File: src/rtl/frmseq_pkg.sv
// Package for the frame sequencer: register geometry, field positions,
// the write-alignment state type and constant functions that give the
// shift-register state reached after a number of ticks.
package frmseq_pkg;

    localparam int LFSR_W    = 15;
    localparam int TAP_LO    = 13;
    localparam int TAP_HI    = 14;
    localparam int NUM_STEPS = 5;
    localparam int DATA_W    = 8;
    localparam int MODE_BIT  = 7;
    localparam int MASK_BIT  = 6;

    // Step roles, bit k = step k+1 (before the mode filter)
    localparam logic [NUM_STEPS-1:0] QTR_ROLE  = 5'b11111;
    localparam logic [NUM_STEPS-1:0] HALF_ROLE = 5'b11010;
    localparam logic [NUM_STEPS-1:0] LAST_ROLE = 5'b11000;

    typedef logic [LFSR_W-1:0] lfsr_t;
    typedef logic [LFSR_W-1:0][LFSR_W-1:0] lfsr_mat_t;

    typedef enum logic [1:0] {
        ALN_IDLE,
        ALN_ARMED,
        ALN_SEEK_EVEN,
        ALN_SEEK_ODD
    } align_state_t;

    // One shift step; an all-zero register is kicked out with a one.
    function automatic lfsr_t lfsr_next(input lfsr_t s);
        lfsr_t r;
        if (s == '0) begin
            r = lfsr_t'(1);
        end else begin
            r = {s[LFSR_W-2:0], s[TAP_LO] ^ s[TAP_HI]};
        end
        return r;
    endfunction

    // Transition matrix over GF(2): row i is the mask of bits feeding bit i.
    function automatic lfsr_mat_t step_matrix();
        lfsr_mat_t m;
        m = '0;
        m[0][TAP_LO] = 1'b1;
        m[0][TAP_HI] = 1'b1;
        for (int i = 1; i < LFSR_W; i++) begin
            m[i][i-1] = 1'b1;
        end
        return m;
    endfunction

    // Apply a matrix to a state vector.
    function automatic lfsr_t mat_apply(input lfsr_mat_t m, input lfsr_t v);
        lfsr_t r;
        for (int i = 0; i < LFSR_W; i++) begin
            r[i] = ^(m[i] & v);
        end
        return r;
    endfunction

    // Product a*b (b applied first).
    function automatic lfsr_mat_t mat_mult(input lfsr_mat_t a, input lfsr_mat_t b);
        lfsr_mat_t c;
        c = '0;
        for (int i = 0; i < LFSR_W; i++) begin
            for (int j = 0; j < LFSR_W; j++) begin
                if (a[i][j]) begin
                    c[i] = c[i] ^ b[j];
                end
            end
        end
        return c;
    endfunction

    // State after n ticks from all ones, by square-and-multiply.
    function automatic lfsr_t state_after(input int unsigned n);
        lfsr_t     v;
        lfsr_mat_t p;
        v = '1;
        p = step_matrix();
        for (int k = 0; k < 32; k++) begin
            if (n[k]) begin
                v = mat_apply(p, v);
            end
            p = mat_mult(p, p);
        end
        return v;
    endfunction

endpackage

File: src/rtl/frmseq_lfsr.sv
// Sequencer shift register.
// Holds the 15-bit state; a load returns it to all ones, otherwise it
// shifts when advanced. Assumes load and advance come from sequencer
// halves only.
module frmseq_lfsr
    import frmseq_pkg::*;
(
    input  logic  clk,
    input  logic  rst_n,
    input  logic  adv_i,
    input  logic  load_i,
    output lfsr_t state_o
);

    lfsr_t state_q;

    // State register: reset/load to all ones, else shift on advance
    always_ff @(posedge clk) begin
        if (!rst_n) begin
            state_q <= '1;
        end else if (load_i) begin
            state_q <= '1;
        end else if (adv_i) begin
            state_q <= lfsr_next(state_q);
        end
    end

    assign state_o = state_q;

endmodule

File: src/rtl/frmseq_decode.sv
// Step decoder.
// Compares the register with the state reached after each step's tick
// count and maps the hits to pulse, reload and interrupt requests.
// Assumes the step tick counts are increasing and below the register period.
module frmseq_decode
    import frmseq_pkg::*;
#(
    parameter int unsigned STEP1_TICKS = 3728,
    parameter int unsigned STEP2_TICKS = 7456,
    parameter int unsigned STEP3_TICKS = 11185,
    parameter int unsigned STEP4_TICKS = 14914,
    parameter int unsigned STEP5_TICKS = 18640
) (
    input  lfsr_t state_i,
    input  logic  five_i,
    output logic  qtr_o,
    output logic  half_o,
    output logic  last_o,
    output logic  irq_o
);

    localparam int unsigned STEP_AT [NUM_STEPS] = '{
        STEP1_TICKS, STEP2_TICKS, STEP3_TICKS, STEP4_TICKS, STEP5_TICKS
    };

    logic [NUM_STEPS-1:0] hit;
    logic [NUM_STEPS-1:0] live;

    // One comparator per step against its precomputed state
    for (genvar k = 0; k < NUM_STEPS; k++) begin : g_step
        localparam lfsr_t MATCH = state_after(STEP_AT[k]);
        assign hit[k] = (state_i == MATCH);
    end

    // Mode filter: step 4 exists only in the 4-step sequence
    always_comb begin
        live    = hit;
        live[3] = hit[3] & ~five_i;
    end

    // Map live steps to the roles they carry
    always_comb begin
        qtr_o  = |(live & QTR_ROLE);
        half_o = |(live & HALF_ROLE);
        last_o = |(live & LAST_ROLE);
        irq_o  = live[3];
    end

endmodule

File: src/rtl/frmseq_ctrl.sv
// Control register, cycle parity and write alignment.
// Captures mode and mask in the bus half, tracks odd/even CPU cycles in the
// sequencer half, and times a write's reload to the odd sequencer half that
// follows the first even one after the write. Assumes bus_phase_i alternates.
module frmseq_ctrl
    import frmseq_pkg::*;
(
    input  logic              clk,
    input  logic              rst_n,
    input  logic              bus_phase_i,
    input  logic              wr_en_i,
    input  logic [DATA_W-1:0] wr_data_i,
    output logic              five_o,
    output logic              mask_o,
    output logic              odd_o,
    output logic              apply_o,
    output logic              clr_o
);

    logic         bus_wr;
    logic         seq_half;
    logic         odd_q;
    logic         five_q;
    logic         mask_q;
    align_state_t aln_q;
    align_state_t aln_d;

    assign bus_wr   = bus_phase_i & wr_en_i;
    assign seq_half = ~bus_phase_i;

    // Cycle parity: toggles once per CPU cycle in the sequencer half
    always_ff @(posedge clk) begin
        if (!rst_n) begin
            odd_q <= 1'b0;
        end else if (seq_half) begin
            odd_q <= ~odd_q;
        end
    end

    // Control fields captured on a bus-half write
    always_ff @(posedge clk) begin
        if (!rst_n) begin
            five_q <= 1'b0;
            mask_q <= 1'b0;
        end else if (bus_wr) begin
            five_q <= wr_data_i[MODE_BIT];
            mask_q <= wr_data_i[MASK_BIT];
        end
    end

    // Alignment next state: write arms, then even, then odd sequencer half
    always_comb begin
        aln_d = aln_q;
        if (bus_wr) begin
            aln_d = ALN_ARMED;
        end else if (seq_half) begin
            unique case (aln_q)
                ALN_ARMED:     aln_d = ALN_SEEK_EVEN;
                ALN_SEEK_EVEN: aln_d = odd_q ? ALN_SEEK_EVEN : ALN_SEEK_ODD;
                ALN_SEEK_ODD:  aln_d = odd_q ? ALN_IDLE : ALN_SEEK_ODD;
                default:       aln_d = ALN_IDLE;
            endcase
        end
    end

    // Alignment state register
    always_ff @(posedge clk) begin
        if (!rst_n) begin
            aln_q <= ALN_IDLE;
        end else begin
            aln_q <= aln_d;
        end
    end

    assign five_o  = five_q;
    assign mask_o  = mask_q;
    assign odd_o   = odd_q;
    assign apply_o = seq_half & odd_q & (aln_q == ALN_SEEK_ODD);
    assign clr_o   = bus_wr & wr_data_i[MASK_BIT];

endmodule

File: src/rtl/frmseq_irq.sv
// Frame interrupt flag.
// Set by a sequencer-half request, cleared by a bus-half request.
// Assumes the two requests come from opposite halves.
module frmseq_irq (
    input  logic clk,
    input  logic rst_n,
    input  logic set_i,
    input  logic clr_i,
    output logic flag_o
);

    logic flag_q;

    // Flag register: clear wins, then set, else hold
    always_ff @(posedge clk) begin
        if (!rst_n) begin
            flag_q <= 1'b0;
        end else if (clr_i) begin
            flag_q <= 1'b0;
        end else if (set_i) begin
            flag_q <= 1'b1;
        end
    end

    assign flag_o = flag_q;

endmodule

File: src/rtl/frame_sequencer.sv
// Audio frame sequencer top.
// Ties the shift register, step decoder, control/alignment and interrupt
// flag together and registers the two pulses in the sequencer half.
// Assumes clk has one edge per CPU half-cycle and bus_phase_i alternates.
module frame_sequencer
    import frmseq_pkg::*;
#(
    parameter int unsigned STEP1_TICKS = 3728,
    parameter int unsigned STEP2_TICKS = 7456,
    parameter int unsigned STEP3_TICKS = 11185,
    parameter int unsigned STEP4_TICKS = 14914,
    parameter int unsigned STEP5_TICKS = 18640
) (
    input  logic              clk,
    input  logic              rst_n,
    input  logic              bus_phase_i,
    input  logic              wr_en_i,
    input  logic [DATA_W-1:0] wr_data_i,
    input  logic              stat_ack_i,
    output logic              qtr_pulse_o,
    output logic              half_pulse_o,
    output logic              irq_o
);

    lfsr_t state;
    logic  ctl_five;
    logic  ctl_inhibit;
    logic  ctl_odd;
    logic  ctl_apply;
    logic  ctl_clr;
    logic  dec_qtr;
    logic  dec_half;
    logic  dec_last;
    logic  dec_irq;
    logic  tick;
    logic  lfsr_load;
    logic  irq_set;
    logic  irq_clr;
    logic  qtr_d;
    logic  half_d;
    logic  qtr_q;
    logic  half_q;
    logic  unused_data;

    assign unused_data = ^wr_data_i[MASK_BIT-1:0];

    frmseq_ctrl u_ctrl (
        .clk         (clk),
        .rst_n       (rst_n),
        .bus_phase_i (bus_phase_i),
        .wr_en_i     (wr_en_i),
        .wr_data_i   (wr_data_i),
        .five_o      (ctl_five),
        .mask_o      (ctl_inhibit),
        .odd_o       (ctl_odd),
        .apply_o     (ctl_apply),
        .clr_o       (ctl_clr)
    );

    frmseq_decode #(
        .STEP1_TICKS (STEP1_TICKS),
        .STEP2_TICKS (STEP2_TICKS),
        .STEP3_TICKS (STEP3_TICKS),
        .STEP4_TICKS (STEP4_TICKS),
        .STEP5_TICKS (STEP5_TICKS)
    ) u_decode (
        .state_i (state),
        .five_i  (ctl_five),
        .qtr_o   (dec_qtr),
        .half_o  (dec_half),
        .last_o  (dec_last),
        .irq_o   (dec_irq)
    );

    // Sequencer tick: odd CPU cycle, sequencer half
    assign tick      = ~bus_phase_i & ctl_odd;
    assign lfsr_load = ctl_apply | (tick & dec_last);

    frmseq_lfsr u_lfsr (
        .clk     (clk),
        .rst_n   (rst_n),
        .adv_i   (tick),
        .load_i  (lfsr_load),
        .state_o (state)
    );

    assign irq_set = tick & ~ctl_apply & dec_irq & ~ctl_inhibit;
    assign irq_clr = (bus_phase_i & stat_ack_i) | ctl_clr;

    frmseq_irq u_irq (
        .clk    (clk),
        .rst_n  (rst_n),
        .set_i  (irq_set),
        .clr_i  (irq_clr),
        .flag_o (irq_o)
    );

    // Pulse request: an aligned write overrides the decoded step
    always_comb begin
        if (ctl_apply) begin
            qtr_d  = ctl_five;
            half_d = ctl_five;
        end else if (tick) begin
            qtr_d  = dec_qtr;
            half_d = dec_half;
        end else begin
            qtr_d  = 1'b0;
            half_d = 1'b0;
        end
    end

    // Pulse registers: update only in sequencer halves, so each lasts a CPU cycle
    always_ff @(posedge clk) begin
        if (!rst_n) begin
            qtr_q  <= 1'b0;
            half_q <= 1'b0;
        end else if (!bus_phase_i) begin
            qtr_q  <= qtr_d;
            half_q <= half_d;
        end
    end

    assign qtr_pulse_o  = qtr_q;
    assign half_pulse_o = half_q;

endmodule

File: config.mk
export PLATFORM = sky130hd
export DESIGN_NAME = frame_sequencer
export DESIGN_NICKNAME = d
export VERILOG_FILES = /design/src/rtl/frmseq_pkg.sv /design/src/rtl/frmseq_lfsr.sv /design/src/rtl/frmseq_decode.sv /design/src/rtl/frmseq_ctrl.sv /design/src/rtl/frmseq_irq.sv /design/src/rtl/frame_sequencer.sv
export SDC_FILE = /design/constraint.sdc
export NUM_CORES = 1
export LEC_CHECK = 0
export ABC_AREA = 0
export BUFFER_PORTS_ARGS = -buffer_cell sky130_fd_sc_hd__clkbuf_2
export CORE_MARGIN = 8
export CORE_UTILIZATION = 50
export CTS_CLUSTER_DIAMETER = 50
export DETAILED_ROUTE_END_ITERATION = 7
export HOLD_SLACK_MARGIN = 0.1
export PLACE_DENSITY = 0.86
export SETUP_SLACK_MARGIN = 0.5
export SLEW_MARGIN = 40
export SYNTH_ARGS = -nofsm -noshare
export SYNTH_HDL_FRONTEND = slang
export SYNTH_HIERARCHICAL = 1
export SYNTH_SLANG_ARGS = --single-unit
File: constraint.sdc
create_clock -name clk -period 1.9 [get_ports clk]
set_clock_uncertainty 0.2 [all_clocks]
set_input_delay 0.38 -clock clk [delete_from_list [all_inputs] [get_ports clk]]
set_output_delay 0.38 -clock clk [all_outputs]
set_load 0.01 [all_outputs]
==> impl_metrics.json <==
{
  "worst-slew-pin-transition_ps": 365,
  "fp-row-count": 17,
  "synthesis.nets": 132,
  "grt_overflow": 0,
  "number_of_global_route_vias_before_repair": 1048,
  "synth_flop_type": "sky130_fd_sc_hd__dfxtp_1",
  "top_usage_layer": "met2",
  "grt.met1_usage_pct": 15.6,
  "antenna_cells_inserted": 0,
  "overall_die_area_mm2": 0.00420,
  "area_delta_synth_final_pct": 27.4,
  "cts.reportedPaths.clkPinSlew_ps": 130,
  "dpl_cell_area_mm2": 0.00132,
  "hold_path.class": "input pin to flop",
  "nature_of_the_critical_path_endpoint": "flop",
  "maxClockFrequency_mhz": 500,
  "pin_count_of_the_biggest_net_entering_global_routing": 14,
  "port-buffer-count": 9,
  "grt_antenna_before_repair": 0,
  "final.setup.tns_ps": -245,
  "crit_fanout": 5,
  "cts_root_buffer": "sky130_fd_sc_hd__clkbuf_4",
  "h-tree-depth": 1,
  "synth-warning-count": 6,
  "timing.final.crit_period_ps": 2000,
  "yosysUniqueCellTypes": 42,
  "num_vias": 1061,
  "synth.avg_cell_area_um2": 10.0,
  "routabilityCongestion": 0.868,
  "max_slew_margin_pct": 75.4,
  "finish.cell_count_without_fillers": 169,
  "remaining_design_rule_violation_count": 0,
  "setup.worst_path.start_class": "flop",
  "synth_sequential_area_ratio_pct": 38.6,
  "tritoncts": "done",
  "mappedNetlistArea_mm2": 0.00119,
  "coreArea_mm2": 0.00223,
  "global_route_wire_length_before_repair_mm": 4.61,
  "postLayoutSetupSlackWorst_ps": -102,
  "postLayoutCoreUtil_pct": 68.0,
  "drv_slew": 0,
  "setup_viol": 3,
  "postRouteWirelength_mm": 2.88,
  "insertion_delay_ps": 310,
  "required_ps": 1940,
  "initial_utilization_pct": 53.4,
  "grt_util_met2_pct": 21.6,
  "worstSetupPathType": "flop to flop",
  "drt-vias-per-instance": 6.28,
  "crit_arrival_ps": 2040,
  "place.detailed.hpwl_mm": 1.82,
  "final_period_util_pct": 105,
  "layout_commonest_cell": "sky130_fd_sc_hd__mux2i_1",
  "final_area_mm2": 0.00152,
  "failed_checks": "setup timing",
  "dpl.cell_count": 157,
  "peakVddDrop_uv": 525,
  "syn_inst": 119,
  "synth_largest_type_area_fraction_pct": 38.6,
  "die-height_um": 64.8,
  "drt.antenna.violating_nets": 0,
  "power-per-cell-area_mw_per_mm2": 530,
  "number_of_enable_type_register_cells_in_the_synthesized_netlist": 0,
  "drive_gt1_share_pct": 54.6,
  "number_of_max_cap_violations": 0,
  "power.static_leakage_nw": 0.634,
  "cts_buffers": 3,
  "final_net_count": 155,
  "num_io_pins": 16,
  "mostFrequentLayoutCells": "14 x sky130_fd_sc_hd__mux2i_1, 13 x sky130_fd_sc_hd__nand2_2, 12 x sky130_fd_sc_hd__buf_4",
  "synth_area_leader_cell": "sky130_fd_sc_hd__dfxtp_1",
  "grt_util_met3_pct": 2.58,
  "clock-sinks": 23,
  "synth_async_sr_flop_share_pct": 0,
  "wl_per_cell_um": 17.0,
  "max-clock-path-buffers": 2,
  "drt_pass1_iterations": 4,
  "grt_usage_pct": 13.3,
  "number_of_hold_violations_in_the_final_report": 0,
  "ys_ff_latch": 23,
  "fp.dieW_um": 64.8,
  "grt_setup_unrepaired": "true",
  "synth_area_leaders": "sky130_fd_sc_hd__dfxtp_1 39%, sky130_fd_sc_hd__mux2i_1 12%, sky130_fd_sc_hd__nand2_1 5.0%",
  "initialDrtViolationCount": 70,
  "run_status": "finished with violations"
}
## power by group
part	internal, mW	switching [mW]
Clock	0.0786	0.150
Combinational	0.0441	0.0411
Sequential	0.480	0.0120
Total	0.603	0.203
## area by class of cell
cell class	instances	area (um2)
multi-input combinational	86	776
fill	175	714
clock inverter	1	5.00
inverter	5	18.8
clock buffer	3	22.5
timing repair buffer	23	158
tap	28	35.0
sequential	23	504
## Yosys cell counts, types with 2 or more instances
library cell / number
sky130_fd_sc_hd__nand4_1: 4
sky130_fd_sc_hd__nor4_1: 2
sky130_fd_sc_hd__inv_1: 5
sky130_fd_sc_hd__mux2i_1: 14
sky130_fd_sc_hd__nor4bb_1: 4
sky130_fd_sc_hd__nor4b_2: 3
sky130_fd_sc_hd__buf_2: 2
sky130_fd_sc_hd__and3_1: 3
sky130_fd_sc_hd__nor3_1: 2
sky130_fd_sc_hd__nor2_1: 2
sky130_fd_sc_hd__nand4bb_1: 2
sky130_fd_sc_hd__o21a_1: 2
sky130_fd_sc_hd__a221oi_1: 2
sky130_fd_sc_hd__nand2_1: 16
sky130_fd_sc_hd__dfxtp_1: 23
sky130_fd_sc_hd__o21ai_0: 3
sky130_fd_sc_hd__a21boi_0: 2
sky130_fd_sc_hd__xnor2_1: 2
sky130_fd_sc_hd__and4bb_2: 2
sky130_fd_sc_hd__buf_4: 2
## what timing repair did
| item | in CTS | in global routing |
|---|---|---|
| hold buffers | 0 | 0 |
| endpoints found under the setup margin | 18 | 21 |
| endpoints found under the hold margin | 0 | 0 |
| pin swaps | 2 | 3 |
| buffers inserted | 7 | 1 |
| gates resized for setup | 14 | 25 |
## sequential cells by signal, summed over array words and instances (netlist names)
name,flops
u_ctrl/five_o,1
u_ctrl/aln_q,2
half_pulse_o,1
u_irq/flag_o,1
u_lfsr/state_o,15
u_ctrl/odd_o,1
u_ctrl/mask_o,1
qtr_pulse_o,1
## per-layer routing
metal  routed length [um]  part of all wire (%)
met1                 1290                    45
met2                 1340                    47
met3                  181                   6.3
met4                   62                   2.2
met5                    0                     0
## cells by family after synthesis
kind of cell              count (synthesis)  synth area share (%)
and+or+nand+nor                          52                  31.9
DFF                                      23                  38.6
buffers and inverters                    10                  4.62
AOI/OAI and AO/OA                        18                  11.6
xor gates and xnor gates                  2                  1.47
muxes                                    14                  11.8
## metrics by stage
stage | worst slack [ps] | hold slack [ps] | power [mW]
floorplan | 167 | 230 | 0.565
global placement | 87.7 | 244 | 0.585
detailed placement | 46.9 | 255 | 0.589
CTS | 84.4 | 124 | 0.811
global route | -172 | 106 | 0.834
finish | -102 | 119 | 0.806
## critical path: stages (launching register included)
cell and delay (ps):
sky130_fd_sc_hd__dfxtp_4 390, sky130_fd_sc_hd__nor4b_2 360, sky130_fd_sc_hd__nand4_1 240, sky130_fd_sc_hd__o21ai_1 210, sky130_fd_sc_hd__a21o_1 170, sky130_fd_sc_hd__nor2b_4 60, sky130_fd_sc_hd__nor3b_2 150, sky130_fd_sc_hd__a41oi_1 150
## path summary, 6_finish.rpt
path | end | depth (start not counted) | start | slack [ps]
hold / removal | u_irq/flag_o | 3 | stat_ack_i | 120
setup / recovery | u_lfsr/state_o[0] | 7 | u_lfsr/state_o[6] | -100
hold reg to reg | half_pulse_o | 2 | half_pulse_o | 270
setup reg to reg | u_lfsr/state_o[0] | 7 | u_lfsr/state_o[6] | -100
Note: power is estimated with default switching activity, not from simulation.
